## src/rtl/safe_clksel_pkg.sv

```systemverilog
package safe_clksel_pkg;

    localparam int unsigned CODE_W = 2;

    localparam logic [CODE_W-1:0] SRC_BAD  = 2'd0;
    localparam logic [CODE_W-1:0] SRC_FAST = 2'd1;
    localparam logic [CODE_W-1:0] SRC_MID  = 2'd2;
    localparam logic [CODE_W-1:0] SRC_SLOW = 2'd3;

    typedef enum logic [1:0] {
        ST_IDLE  = 2'd0,
        ST_HOP   = 2'd1,
        ST_FINAL = 2'd2
    } sw_state_e;

endpackage

```

## src/rtl/safe_clksel_wdec.sv

```systemverilog
module safe_clksel_wdec
    import safe_clksel_pkg::*;
#(
    parameter int unsigned NUM_CH       = 2,
    parameter int unsigned DATA_W       = 32,
    parameter int unsigned FIELD_STRIDE = 4
) (
    input  logic                       wr_en,
    input  logic                       wr_addr,
    input  logic [DATA_W-1:0]          wr_data,
    output logic [NUM_CH-1:0]          sel_wr,
    output logic [NUM_CH*CODE_W-1:0]   sel_val,
    output logic [NUM_CH-1:0]          err_clr
);

    localparam int unsigned EN_OFS = DATA_W / 2;

    // Reduction keeps every data bit referenced regardless of channel count.
    logic unused_bits;
    assign unused_bits = ^wr_data;

    for (genvar c = 0; c < NUM_CH; c++) begin : g_dec
        assign sel_wr[c] = wr_en && !wr_addr
                           && (&wr_data[EN_OFS + c*FIELD_STRIDE +: CODE_W]);
        assign sel_val[c*CODE_W +: CODE_W] = wr_data[c*FIELD_STRIDE +: CODE_W];
        assign err_clr[c] = wr_en && wr_addr && wr_data[EN_OFS + c] && wr_data[c];
    end

endmodule

```

## src/rtl/safe_clksel_chan.sv

```systemverilog
module safe_clksel_chan
    import safe_clksel_pkg::*;
(
    input  logic              clk,
    input  logic              rst_n,
    input  logic              sel_wr,
    input  logic [CODE_W-1:0] sel_val,
    input  logic              err_clr,
    input  logic              sw_ack,
    output logic              sw_req,
    output logic [CODE_W-1:0] sw_sel,
    output logic [CODE_W-1:0] cur_sel,
    output logic              busy,
    output logic              err_flag
);

    sw_state_e         state_q, state_d;
    logic [CODE_W-1:0] tgt_q;
    logic [CODE_W-1:0] cur_q;
    logic              err_q;

    logic accept, is_zero, is_same, forbidden, start;

    assign accept    = sel_wr && (state_q == ST_IDLE);
    assign is_zero   = (sel_val == SRC_BAD);
    assign is_same   = (sel_val == cur_q);
    assign forbidden = ((cur_q == SRC_FAST) && (sel_val == SRC_MID))
                    || ((cur_q == SRC_MID)  && (sel_val == SRC_FAST));
    assign start     = accept && !is_zero && !is_same;

    // Next-state logic
    always_comb begin
        state_d = state_q;
        unique case (state_q)
            ST_IDLE:  if (start)  state_d = forbidden ? ST_HOP : ST_FINAL;
            ST_HOP:   if (sw_ack) state_d = ST_FINAL;
            ST_FINAL: if (sw_ack) state_d = ST_IDLE;
            default:              state_d = ST_IDLE;
        endcase
    end

    // State register
    always_ff @(posedge clk) begin
        if (!rst_n) state_q <= ST_IDLE;
        else        state_q <= state_d;
    end

    // Target, applied code and error flag
    always_ff @(posedge clk) begin
        if (!rst_n) begin
            tgt_q <= SRC_FAST;
            cur_q <= SRC_FAST;
            err_q <= 1'b0;
        end else begin
            if (start) tgt_q <= sel_val;
            if (state_q == ST_HOP && sw_ack)        cur_q <= SRC_SLOW;
            else if (state_q == ST_FINAL && sw_ack) cur_q <= tgt_q;
            if (accept && is_zero) err_q <= 1'b1;
            else if (err_clr)      err_q <= 1'b0;
        end
    end

    // Outputs
    always_comb begin
        sw_req = 1'b0;
        sw_sel = cur_q;
        unique case (state_q)
            ST_IDLE:  begin sw_req = 1'b0; sw_sel = cur_q;    end
            ST_HOP:   begin sw_req = 1'b1; sw_sel = SRC_SLOW; end
            ST_FINAL: begin sw_req = 1'b1; sw_sel = tgt_q;    end
            default:  begin sw_req = 1'b0; sw_sel = cur_q;    end
        endcase
    end

    assign busy     = sw_req;
    assign cur_sel  = cur_q;
    assign err_flag = err_q;

    AST_SEL_NEVER_ZERO: assert property (@(posedge clk) disable iff (!rst_n)
        cur_sel != SRC_BAD);
    AST_NO_FAST_TO_MID: assert property (@(posedge clk) disable iff (!rst_n)
        ($past(cur_sel) == SRC_FAST) |-> (cur_sel != SRC_MID));
    AST_NO_MID_TO_FAST: assert property (@(posedge clk) disable iff (!rst_n)
        ($past(cur_sel) == SRC_MID) |-> (cur_sel != SRC_FAST));
    AST_MOVE_ONLY_ON_ACK: assert property (@(posedge clk) disable iff (!rst_n)
        (cur_sel != $past(cur_sel)) |-> $past(sw_ack));
    AST_BUSY_HELD: assert property (@(posedge clk) disable iff (!rst_n)
        ($past(busy) && !$past(sw_ack)) |-> busy);
    AST_ERR_STICKY: assert property (@(posedge clk) disable iff (!rst_n)
        ($past(err_flag) && !$past(err_clr)) |-> err_flag);
    AST_REQ_CODE_LEGAL: assert property (@(posedge clk) disable iff (!rst_n)
        sw_req |-> (sw_sel != SRC_BAD));

endmodule

```

## src/rtl/safe_clksel.sv

```systemverilog
module safe_clksel
    import safe_clksel_pkg::*;
#(
    parameter int unsigned NUM_CH       = 2,
    parameter int unsigned DATA_W       = 32,
    parameter int unsigned FIELD_STRIDE = 4
) (
    input  logic                     clk,
    input  logic                     rst_n,
    input  logic                     wr_en,
    input  logic                     wr_addr,
    input  logic [DATA_W-1:0]        wr_data,
    input  logic [NUM_CH-1:0]        sw_ack,
    output logic [NUM_CH-1:0]        sw_req,
    output logic [NUM_CH*CODE_W-1:0] sw_sel,
    output logic [NUM_CH*CODE_W-1:0] cur_sel,
    output logic [NUM_CH-1:0]        busy,
    output logic [NUM_CH-1:0]        err_flag
);

    logic [NUM_CH-1:0]        sel_wr;
    logic [NUM_CH*CODE_W-1:0] sel_val;
    logic [NUM_CH-1:0]        err_clr;

    safe_clksel_wdec #(
        .NUM_CH      (NUM_CH),
        .DATA_W      (DATA_W),
        .FIELD_STRIDE(FIELD_STRIDE)
    ) wdec_i (
        .wr_en  (wr_en),
        .wr_addr(wr_addr),
        .wr_data(wr_data),
        .sel_wr (sel_wr),
        .sel_val(sel_val),
        .err_clr(err_clr)
    );

    for (genvar c = 0; c < NUM_CH; c++) begin : g_ch
        safe_clksel_chan chan_i (
            .clk     (clk),
            .rst_n   (rst_n),
            .sel_wr  (sel_wr[c]),
            .sel_val (sel_val[c*CODE_W +: CODE_W]),
            .err_clr (err_clr[c]),
            .sw_ack  (sw_ack[c]),
            .sw_req  (sw_req[c]),
            .sw_sel  (sw_sel[c*CODE_W +: CODE_W]),
            .cur_sel (cur_sel[c*CODE_W +: CODE_W]),
            .busy    (busy[c]),
            .err_flag(err_flag[c])
        );
    end

endmodule

```

## config.mk

```make
export PLATFORM = sky130hd
export DESIGN_NAME = safe_clksel
export DESIGN_NICKNAME = d
export VERILOG_FILES = /design/src/rtl/safe_clksel_pkg.sv /design/src/rtl/safe_clksel_wdec.sv /design/src/rtl/safe_clksel_chan.sv /design/src/rtl/safe_clksel.sv
export SDC_FILE = /design/constraint.sdc
export NUM_CORES = 1
export LEC_CHECK = 0
export BUFFER_PORTS_ARGS = -buffer_cell sky130_fd_sc_hd__buf_2
export CORE_UTILIZATION = 47
export CTS_BUF_LIST = sky130_fd_sc_hd__clkbuf_16
export CTS_CLUSTER_SIZE = 28
export DETAILED_ROUTE_END_ITERATION = 6
export HOLD_SLACK_MARGIN = 0.1
export PLACE_DENSITY = 0.86
export RECOVER_POWER = 50
export SLEW_MARGIN = 20
export SYNTH_ARGS = -nofsm -noshare
export SYNTH_HDL_FRONTEND = slang
export SYNTH_HIERARCHICAL = 1
export SYNTH_SLANG_ARGS = --single-unit
```

## constraint.sdc

```tcl
create_clock -name clk -period 2.63 [get_ports clk]
set_input_delay 0.526 -clock clk [delete_from_list [all_inputs] [get_ports clk]]
set_output_delay 0.526 -clock clk [all_outputs]
set_load 0.05 [all_outputs]
```

==> flow_summary.ini <==
[worst_hold_path]
hp-class = reg -> reg

[cells_and_area]
drive_above_1_share_pct = 20.13
mostFrequentLayoutCell = buf_2
multiInputGateArea_sq_um = 610.6
area_growth_pct = 20.47
final_cell_mix = buf_2, nor2_1, a21oi_1, dfxtp_1, inv_1
antenna_cells = 0
seq_area_sq_um = 280.3
nets = 194
n_fill_cell = 183
fin_cells = 176

[global_route]
grt_use_total_pct = 21.47
grt_pass1_wl_um = 3387
grt_pass1_vias = 836
antenna_found_initial = 0
grt_max_degree = 9
overflow = 0

[detailed_routing]
drc_errors = 0
drt_iter0_drc = 37
num_vias = 999
met2_length_um = 1021
top_layer = met4
route.met3.wl_um = 141
first_pass_iters = 4
wirelength_met1_um = 978
wl_per_cell_um = 12.36
viasPerCell = 5.676
routed_wl_um = 2176
final_antenna_net_count = 0

[synth]
netlist_area_sq_um = 965.9
synthCells = 124
synth_warnings = 6
synth_seq_area_share_pct = 29.02
ys_ff_latch = 14
synth_cell_type_count = 24
syn-num-nets = 168
syn_area_per_cell_sq_um = 7.790

[place]
post-place-ws_ps = 631.2
dp_cells = 172
place_congestion = 0.8157
dp_hpwl_um = 1618
portBuffers = 27

[clock_network]
cts_made_buffers = 3
cts_max_level = 1
insertion_delay_ps = 240
cts_resized = 0
root_buffer = clkbuf_16
cts_tree = built
cts-hold-fix-buffers = 0
clockBufferDepth = 2
clk_pin_slew_ps = 50
clkSinkCount = 14
cts_setup_buffers = 0

[outcome]
status = complete, no violations

[sta]
tns_ps = 0
finClkSkew_ps = 2.488
maxSlewViolCount = 0
rsz0062_at_grt = false
tightest_slew_ps = 595.1
hold_viol = 0
period_share_pct = 78.76
setup_viol = 0
fmax_ghz = 0.4828
finalWorstSetupSlack_ps = 558.6
finalCriticalPeriod_ps = 2071
relSlewSlack_pct = 60.50

[critical_path]
r2r_setup_slack_ps = 870
worstPathRequired_ps = 2100
path_max_fanout = 6
rr_worst_depth = 6
start_kind = register
startpoint = g_ch[0].chan_i/state_q[0]
crit_arrival_ps = 1550
critical_path.endpoint = sw_sel[1]
end_kind = output pin
r2r_start = g_ch[0].chan_i/state_q[0]
worstSetupPathType = reg -> out
r2r-end = g_ch[0].chan_i/state_q[1]

[power_and_ir_drop]
power.density_nw_per_um2 = 617.3
power_uw = 718.3
ir_drop_mv = 0.3934
total_leakage_power_uw = 0.0004730

[floorplan]
die_area_sq_um = 2241
die_w_um = 47.34
ios = 52
initial_core_util_pct = 49.74
rows = 16
coreArea_sq_um = 1942
die_h_um = 47.34

[run]
cap_viol_max_count = 0
-- worst max-delay path, cell delays in order, from the launching register on --
cell	delay [ps]
dfxtp_1	360
inv_1	70
ha_1	390
nor2_1	70
a21oi_1	120
buf_2	280
-- metrics by stage --
step | hold WS, ps | instance area (sq um) | utilization [%]
finish | 489.5 | 1164 | 59.92
global route | 515.6 | 1164 | 59.92
CTS | 488.6 | 1169 | 60.18
detailed placement | 474.2 | 1090 | 56.12
floorplan | 461.4 | 965.9 | -
global placement | 466.1 | 1090 | 56.12
-- synthesized netlist by cell type --
master	count	area, sq um
ha_1	6	75.07
o21a_1	2	15.01
nor3_1	2	10.01
o21ai_1	2	10.01
nor2_1	20	75.07
dfxtp_1	14	280.3
o21ai_0	2	10.01
or4bb_1	4	45.04
nand3b_1	2	15.01
a21o_1	4	30.03
and4_2	2	20.02
inv_1	8	30.03
o211ai_1	2	15.01
a21oi_1	14	70.07
nand3_1	6	30.03
a32oi_1	2	17.52
a31oi_1	4	25.02
nor2b_1	2	12.51
buf_4	6	45.04
mux2_4	2	30.03
nand2b_1	4	25.02
o22ai_1	6	37.54
nand2_1	6	22.52
and4b_1	2	20.02
-- worst min-delay path by stage --
stage	endpoint	slack, ps	start	cells after the start
floorplan	g_ch[0].chan_i/tgt_q[1]	460	g_ch[0].chan_i/tgt_q[1]	2
global placement	g_ch[0].chan_i/err_flag	470	g_ch[0].chan_i/err_flag	2
detailed placement	g_ch[1].chan_i/err_flag	470	g_ch[1].chan_i/err_flag	2
CTS	g_ch[0].chan_i/tgt_q[1]	490	g_ch[0].chan_i/tgt_q[1]	2
global route	g_ch[1].chan_i/state_q[0]	520	g_ch[1].chan_i/state_q[0]	2
finish	g_ch[0].chan_i/tgt_q[1]	490	g_ch[0].chan_i/tgt_q[1]	2
-- power by group --
group	switching (uW)	total, uW	internal (uW)
Combinational	139	200	61.2
Clock	89.5	291	201
Sequential	7.16	227	220
-- metal layers --
layer	track usage [%]	up-vias
met5	0	-
met3	3.846	7
met1	28.81	451
met2	34.25	46
li1	-	495
met4	8.000	0
-- cell type report --
class	count	share of cell area [%]
clock buffers	3	6.452
clock inverters	1	0.3226
inverters	8	2.581
multi-input cells	96	52.47
flip-flops and latches	14	24.09
well taps	27	2.903
repair buffers	27	11.18
-- cells by family after synthesis --
logic type      synth area share (%)
compound gates                 23.83
mux                            3.109
fa+ha+maj                      7.772
flops                          29.02
simple gates                   28.50
buf+inv                        7.772
-- state kept, by name, summed over array words and instances (netlist names) --
signal,cells
g_ch.chan_i/cur_sel,4
g_ch.chan_i/state_q,4
g_ch.chan_i/err_flag,2
g_ch.chan_i/tgt_q,4
Power figures use the tool's default switching activity.
